[config.mk]
export PLATFORM = sky130hd
export DESIGN_NAME = i2c_regbank_target
export DESIGN_NICKNAME = d
export VERILOG_FILES = /design/src/rtl/i2c_regbank_target.sv
export SDC_FILE = /design/constraint.sdc
export NUM_CORES = 1
export LEC_CHECK = 0
export ABC_AREA = 1
export BUFFER_PORTS_ARGS = -buffer_cell sky130_fd_sc_hd__buf_2
export CORE_MARGIN = 5
export CORE_UTILIZATION = 40
export DETAILED_ROUTE_END_ITERATION = 8
export GPL_TIMING_DRIVEN = 0
export PLACE_DENSITY = 0.74
export SLEW_MARGIN = 20
export SYNTH_ARGS = -nofsm -noshare
export SYNTH_HDL_FRONTEND = slang
export SYNTH_SLANG_ARGS = --single-unit
export TNS_END_PERCENT = 50
[constraint.sdc]
create_clock -name clk -period 1.6 [get_ports clk]
set_input_delay 0.4 -clock clk [delete_from_list [all_inputs] [get_ports clk]]
set_output_delay 0.4 -clock clk [all_outputs]
set_load 0.05 [all_outputs]
[src/rtl/i2c_regbank_target.sv]
module i2c_regbank_target #(
  parameter logic [6:0] DEV_ADDR = 7'h2A,
  parameter int AW = 3,
  localparam int NREG = 1 << AW
) (
  input  logic              clk,
  input  logic              rst_n,
  input  logic              scl_i,
  input  logic              sda_i,
  output logic              sda_pull,
  output logic [NREG*8-1:0] regs_o,
  input  logic [NREG-1:0]   load_en,
  input  logic [NREG*8-1:0] load_data
);
  localparam logic [2:0] S_IDLE = 3'd0, S_RX = 3'd1, S_ACKTX = 3'd2, S_TX = 3'd3, S_ACKRX = 3'd4;

  logic [2:0]    scl_sr, sda_sr, state;
  logic [3:0]    bitcnt;
  logic [7:0]    sh;
  logic [AW-1:0] ptr;
  logic          addr_ph, ptr_ph, rw, m_ack;
  logic [7:0]    mem [NREG];

  wire scl_s = scl_sr[1], scl_d = scl_sr[2];
  wire sda_s = sda_sr[1], sda_d = sda_sr[2];
  wire scl_rise = scl_s & ~scl_d;
  wire scl_fall = ~scl_s & scl_d;
  wire start_c  = scl_s & scl_d & sda_d & ~sda_s;
  wire stop_c   = scl_s & scl_d & ~sda_d & sda_s;
  wire byte_end = state == S_RX && scl_fall && bitcnt == 4'd8;
  wire addr_hit = sh[7:1] == DEV_ADDR;
  wire ptr_ok   = (sh >> AW) == 8'd0;
  wire rx_ack   = addr_ph ? addr_hit : (ptr_ph ? ptr_ok : 1'b1);
  wire wr_en    = byte_end && !start_c && !stop_c && !addr_ph && !ptr_ph;

  always_ff @(posedge clk or negedge rst_n)
    if (!rst_n) begin
      scl_sr <= 3'b111;
      sda_sr <= 3'b111;
    end else begin
      scl_sr <= {scl_sr[1:0], scl_i};
      sda_sr <= {sda_sr[1:0], sda_i};
    end

  genvar g;
  generate
    for (g = 0; g < NREG; g++) begin : g_reg
      always_ff @(posedge clk or negedge rst_n)
        if (!rst_n) mem[g] <= 8'h00;
        else if (load_en[g]) mem[g] <= load_data[g*8 +: 8];
        else if (wr_en && ptr == AW'(g)) mem[g] <= sh;
      assign regs_o[g*8 +: 8] = mem[g];
    end
  endgenerate

  always_ff @(posedge clk or negedge rst_n)
    if (!rst_n) begin
      state <= S_IDLE; bitcnt <= '0; sh <= '0; ptr <= '0;
      addr_ph <= 1'b0; ptr_ph <= 1'b0; rw <= 1'b0; m_ack <= 1'b0; sda_pull <= 1'b0;
    end else if (start_c) begin
      state <= S_RX; bitcnt <= '0; addr_ph <= 1'b1; sda_pull <= 1'b0;
    end else if (stop_c) begin
      state <= S_IDLE; sda_pull <= 1'b0;
    end else begin
      case (state)
        S_RX:
          if (scl_rise && bitcnt < 4'd8) begin
            sh <= {sh[6:0], sda_s};
            bitcnt <= bitcnt + 4'd1;
          end else if (byte_end) begin
            if (rx_ack) begin
              sda_pull <= 1'b1;
              state <= S_ACKTX;
              if (addr_ph) begin
                rw <= sh[0];
                ptr_ph <= ~sh[0];
              end else if (ptr_ph) begin
                ptr <= sh[AW-1:0];
                ptr_ph <= 1'b0;
              end else ptr <= ptr + 1'b1;
            end else state <= S_IDLE;
          end
        S_ACKTX:
          if (scl_fall) begin
            addr_ph <= 1'b0;
            bitcnt <= '0;
            if (rw) begin
              state <= S_TX;
              sh <= mem[ptr];
              sda_pull <= ~mem[ptr][7];
            end else begin
              state <= S_RX;
              sda_pull <= 1'b0;
            end
          end
        S_TX:
          if (scl_rise) bitcnt <= bitcnt + 4'd1;
          else if (scl_fall) begin
            if (bitcnt == 4'd8) begin
              sda_pull <= 1'b0;
              state <= S_ACKRX;
              ptr <= ptr + 1'b1;
            end else begin
              sh <= {sh[6:0], 1'b0};
              sda_pull <= ~sh[6];
            end
          end
        S_ACKRX:
          if (scl_rise) m_ack <= ~sda_s;
          else if (scl_fall) begin
            if (m_ack) begin
              state <= S_TX;
              bitcnt <= '0;
              sh <= mem[ptr];
              sda_pull <= ~mem[ptr][7];
            end else state <= S_IDLE;
          end
        default: state <= S_IDLE;
      endcase
    end
endmodule


* Word-level counts from Yosys, hierarchy flattened
Cells that the tools add are included.
** Storage, ports and cells
- Register bits :: 93
- Input bits :: 76
- Output and inout bits :: 65
- Logic and storage cells :: 211
** Operators by class
- $add $sub $neg :: 2
- Magnitude comparators :: 2
- Equality and inequality tests :: 44
- Multiplexer cells :: 82
- Bitwise gates (word level) :: 18
- Reduce and logical (&&, ||, !) cells :: 44
** Operators with widths (number)
- 8-bit 2-to-1 mux :: 27
- 3-bit 2-to-1 mux :: 18
- 4-bit != test (second input constant) :: 10
- 4-bit 2-to-1 mux :: 8
- 8-bit one-hot mux with 4 select lines :: 1
- 2-bit != test (second input constant) :: 14
- 8-bit binary-select mux with 3-bit select :: 1
- 2-bit nonzero test :: 11
- 1-bit 2-to-1 mux :: 20
- 10-bit AND reduction :: 2
- 4-bit one-hot mux with 4 select lines :: 1
- 8-bit AND reduction :: 2
- 3-bit equality test (second input constant) :: 5
- 1-bit logical AND :: 15
- 3-bit != test (second input constant) :: 5
- 3-bit by 2-bit equality test with 1-bit output (second input constant) :: 4
- 3-bit one-hot mux with 4 select lines :: 1
- 12-bit AND reduction :: 1
- 1-bit NOT :: 10
- 8-bit logical NOT :: 1
- 1-bit bitwise AND :: 7
- 7-bit by 6-bit equality test with 1-bit output (second input constant) :: 1
- 7-bit AND reduction :: 1
- 3-bit by 1-bit equality test with 1-bit output (second input constant) :: 2
- 19 further kinds :: 24

* Logic depth before layout (Yosys ltp)
- Depth after elaboration :: 11
- Mapped depth :: 11
- Depth with buffers taken out :: 11

* Worst setup path before layout
OpenSTA, ideal clock, no wires.
- Kind :: reg-to-reg
- Start point :: reg ptr[0]
- End point :: reg mem (netlist bit regs_o[34])
- Library setup time :: 0.132 ns
- Arrival :: 1.618 ns
- Required time :: 1.468 ns
- Setup slack :: -0.149 ns
- Cell stages (with the launch flop) :: 9
- Path buffers :: 3
- Clock period less this slack :: 1.749 ns
- Cell sequence :: dfrtp_1 > clkbuf_1 > inv_2 > clkbuf_1 > ha_1 > nand3_1 > buf_2 > nand3_1 > o211ai_1
** Between the ends
- Longest elaborated chain between the ends :: 3
** Ends and longest elaborated chain
- start: declaration :: line 20 : logic [AW-1:0] ptr;
- start signal: assignment :: line 78 : ptr <= sh[AW-1:0];
- start signal: assignment :: line 80 : end else ptr <= ptr + 1'b1;
- start signal: assignment :: line 102 : ptr <= ptr + 1'b1;
- 3-bit equality test :: line 51 : else if (wr_en && ptr == AW'(g)) mem[g] <= sh;
- 1-bit logical AND :: line 51
- 2-bit nonzero test (no source line)
- end signal: indexed assignment :: line 50 : else if (load_en[g]) mem[g] <= load_data[g*8 +: 8];
- end signal: indexed assignment :: line 51
- end: declaration :: line 22 : logic [7:0] mem [NREG];
No other way between the ends.
A chain may end at the register's enable or synchronous reset.

* Worst setup path in the final report
- Start point :: reg state[2]
- End point :: reg mem (netlist bit regs_o[60])
** Between the ends
- Longest elaborated chain between the ends :: 9
** Ends and longest elaborated chain
- start: declaration :: line 17 : logic [2:0] scl_sr, sda_sr, state;
- start signal: assignment :: line 58 : state <= S_IDLE; bitcnt <= '0; sh <= '0; ptr <= '0;
- start signal: assignment :: line 61 : state <= S_RX; bitcnt <= '0; addr_ph <= 1'b1; sda_pull <= 1'b0;
- start signal: assignment :: line 63 : state <= S_IDLE; sda_pull <= 1'b0;
- 3-bit by 1-bit equality test with 1-bit output :: line 30 : wire byte_end = state == S_RX && scl_fall && bitcnt == 4'd8;
- 1-bit logical AND (2 in a row) :: line 30
- 1-bit logical AND (4 in a row) :: line 34 : wire wr_en = byte_end && !start_c && !stop_c && !addr_ph && !ptr_ph;
- 1-bit logical AND :: line 51
- 2-bit nonzero test (no source line)
No other way between the ends.

==> impl_results.md <==
- Outcome: finished with violations
- Failing checks: setup timing
- WL met2: 9.69 mm
- WL/cell: 17.7 um
- Number of global-route vias before repair: 6050
- Post-Route Utilization: 56.6%
- Largest family of logic cells by synthesized area: simple AND/OR/NAND/NOR gates
- Synthesized instance count: 768
- Core Area: 13900 um^2
- Compound-Gate Fraction of Synth Area: 20.1%
- Yosys top cell area share: 38.5%
- Post-route DRC: 0
- Data required, critical path: 1.84 ns
- Leak: 3.89 nW
- Final worst path period need: 1.82 ns
- Total Wirelength: 20.3 mm
- Top cells by count, synth: nand2_1 (226), dfrtp_1 (87), o21ai_0 (86)
- Met3 wire len: 1.68 mm
- Chip width: 129 um
- Highest routed layer: met4
- Placed wire-length estimate: 14.1 mm
- CP Data Arrival Time: 2.06 ns
- HP Start: scl_i
- Post-Place Setup Slack: -0.391 ns
- H-Tree Depth: 3
- Share of the yosys chip area belonging to registers: 41.3%
- Reg clk slew, reported paths: 0.07 ns
- Port bufs: 135
- Vias per cell: 5.46
- Post-route ant nets: 0
- Synth warnings: 0
- Most common cell in the netlist: nand2_1
- Clk_lat worst skew: 0.36 ns
- Starting DRT DRC Count: 572
- Routability Congestion: 0.950
- Worst R2R End: regs_o[60]
- Synth cell types: 37
- MaxCap Viol Count: 0
- Maximum vdd drop: 0.000751 V
- Slew Viols, Final: 0
- Clock sinks: 93
- Final hold violation count: 0
- Site Rows: 43
- Worst-margin pin slew: 0.622 ns
- Critical path class: reg2reg
- Tcrit/Tclk final: 114%
- First-pass GRT wire length: 31.2 mm
- Final setup violation count: 83
- CTS tree: done
- Top FF cell, synth: dfrtp_1
- Area growth, synth to finish: 38.8%
- Routed via count: 6264
- Synth Area in Adders: 1.77%
- GR Overflow Total: 0
- Mean post-synth cell area: 7.37 um^2
- Die H: 129 um
- Post-Synth XOR/XNOR Area: 0.310%
- Starting Density: 40.8%
- GRT Total Usage: 24.0%
- Die area: 16600 um^2
- Post-Route Skew: 0.0101 ns
- Worst setup margin: -0.219 ns
- Hold Path Depth: 1
- Post-Synthesis Cell Area: 5660 um^2
- DRT met1 WL: 7.89 mm
- RR Startpoint: state[2]
- Share of layout cells above drive strength 1: 36.5%
- Crit. End Element: register
- Startpoint types: register
- Layout Cells excl Fill: 1147
- Syn_nets: 852
- Worst Hold Class: in2reg
- Multiplexer share of the synthesized area: 0%
- Placed cells: 1084
- Post-synth top area cell: dfrtp_1
- Antenna diode count: 0
- Router iterations before antenna repair: 5
- EDFF count, synth: 0
- Top cells by area, synth: dfrtp_1 (38%), nand2_1 (15%), o21ai_0 (7.6%), nand3_1 (5.5%), inv_1 (4.5%)
- Seq cells post-synth: 93
- R2r setup slk: -0.22 ns
- Nets: 1046
- Total chip power: 0.0120 W
- I/O pin count: 141
- Clk root buf: clkbuf_16
- Slew headroom: 58.5%
- Pin count of the biggest net entering global routing: 53
- Simple-Gate Fraction of Synth Area: 28.2%
- Max FO, Critical Path: 5
- Initial antenna violation count: 0
- PwrDens: 1530 nW/um^2
- Reg2Reg Depth: 11
- Clk buf depth: 2
- Maximum clock frequency: 0.550 GHz
- Clock buffer count from CTS: 9
- RSZ-0062 raised after global routing: yes
- Async set-reset flop share out of synthesis: 100%
- Hold EP: scl_sr[0]
==> critical path: stages (launching register included) <==
cell	delay, ns
dfrtp_2	0.45
inv_2	0.13
nand2_4	0.11
nor2_4	0.16
nand3_4	0.10
nor2_8	0.14
buf_12	0.13
a21o_1	0.15
inv_4	0.08
buf_12	0.14
nand2_2	0.06
o21ai_2	0.05
==> layout by cell type (no fill, tap or decap), drive strengths merged <==
cell type    count
nand2          233
buf            192
o21ai          110
dfrtp           87
inv             74
nand3           68
nor2            52
a21oi           37
clkbuf          37
o211ai          36
ha               8
dfstp            6
nand4            6
clkinvlp         5
nor3             5
a21o             2
clkinv           2
nand3b           1
xor2             1
o31ai            1
xnor2            1
a21boi           1
bufinv           1
dlygate4sd3      1
==> through the flow <==
stage	TNS, ns	instance area (um^2)	hold WS [ns]
2_1_floorplan	-0.727	5680	0.104
3_3_place_gp	-94.81	6590	0.346
3_5_place_dp	-22.00	6620	0.347
4_1_cts	-8.82	7570	0.130
5_1_grt	-18.42	7850	0.127
6_report	-11.96	7850	0.141
==> routing by layer <==
metal	vias up	global-route usage, %
li1	2927	-
met1	2939	29.3
met2	317	39.9
met3	81	5.69
met4	0	11.2
met5	-	0
==> final cells by class <==
type                            instances  area (um^2)
Clock inverter                          6         68.8
Timing Repair Buffer                  184         1220
Fill cell                            1248         6030
Sequential cell                        93         2340
Buffer                                 36          243
Multi-Input combinational cell        562         3210
Inverter                               76          315
Tap cell                              180          225
Clock buffer                           10          239
==> how the worst max path moves through the flow <==
stage / slack [ns] / start / to
6_report: -0.22 / state[2] / regs_o[60]
5_1_grt: -0.28 / state[2] / regs_o[26]
4_1_cts: -0.18 / bitcnt[0] / regs_o[58]
3_5_place_dp: -0.39 / ptr[0] / regs_o[35]
3_3_place_gp: -0.84 / rst_n / regs_o[43]
2_1_floorplan: -0.06 / bitcnt[0] / regs_o[62]
==> flip-flops by register name (all words and copies together) (netlist names) <==
name / count
bitcnt: 4
rw: 1
regs_o: 64
sda_sr: 3
ptr: 3
scl_sr: 3
state: 3
sh: 8
addr_ph: 1
m_ack: 1
sda_pull: 1
ptr_ph: 1
==> report_power, final <==
part           leakage, nW  internal [W]  switching, W
clock network        0.149       0.00127      0.000978
logic                 2.58       0.00205       0.00434
registers             1.16       0.00283      0.000562
==> cells by family (layout without fill, tap and decap cells) <==
family,Yosys count,count (layout)
compound gates,187,187
xor+xnor,2,2
simple gates,365,365
flops,93,93
fa+ha+maj,8,8
buf+inv,113,312
==> what timing repair did <==
item	in CTS	in global routing
pin swaps	26	21
cloned	3	3
setup endpoints to repair	84	85
hold buffers	1	0
endpoints found under the hold margin	41	0
setup buffers	28	13
gates resized for setup	100	52
Note: power is estimated with default switching activity, not from simulation.
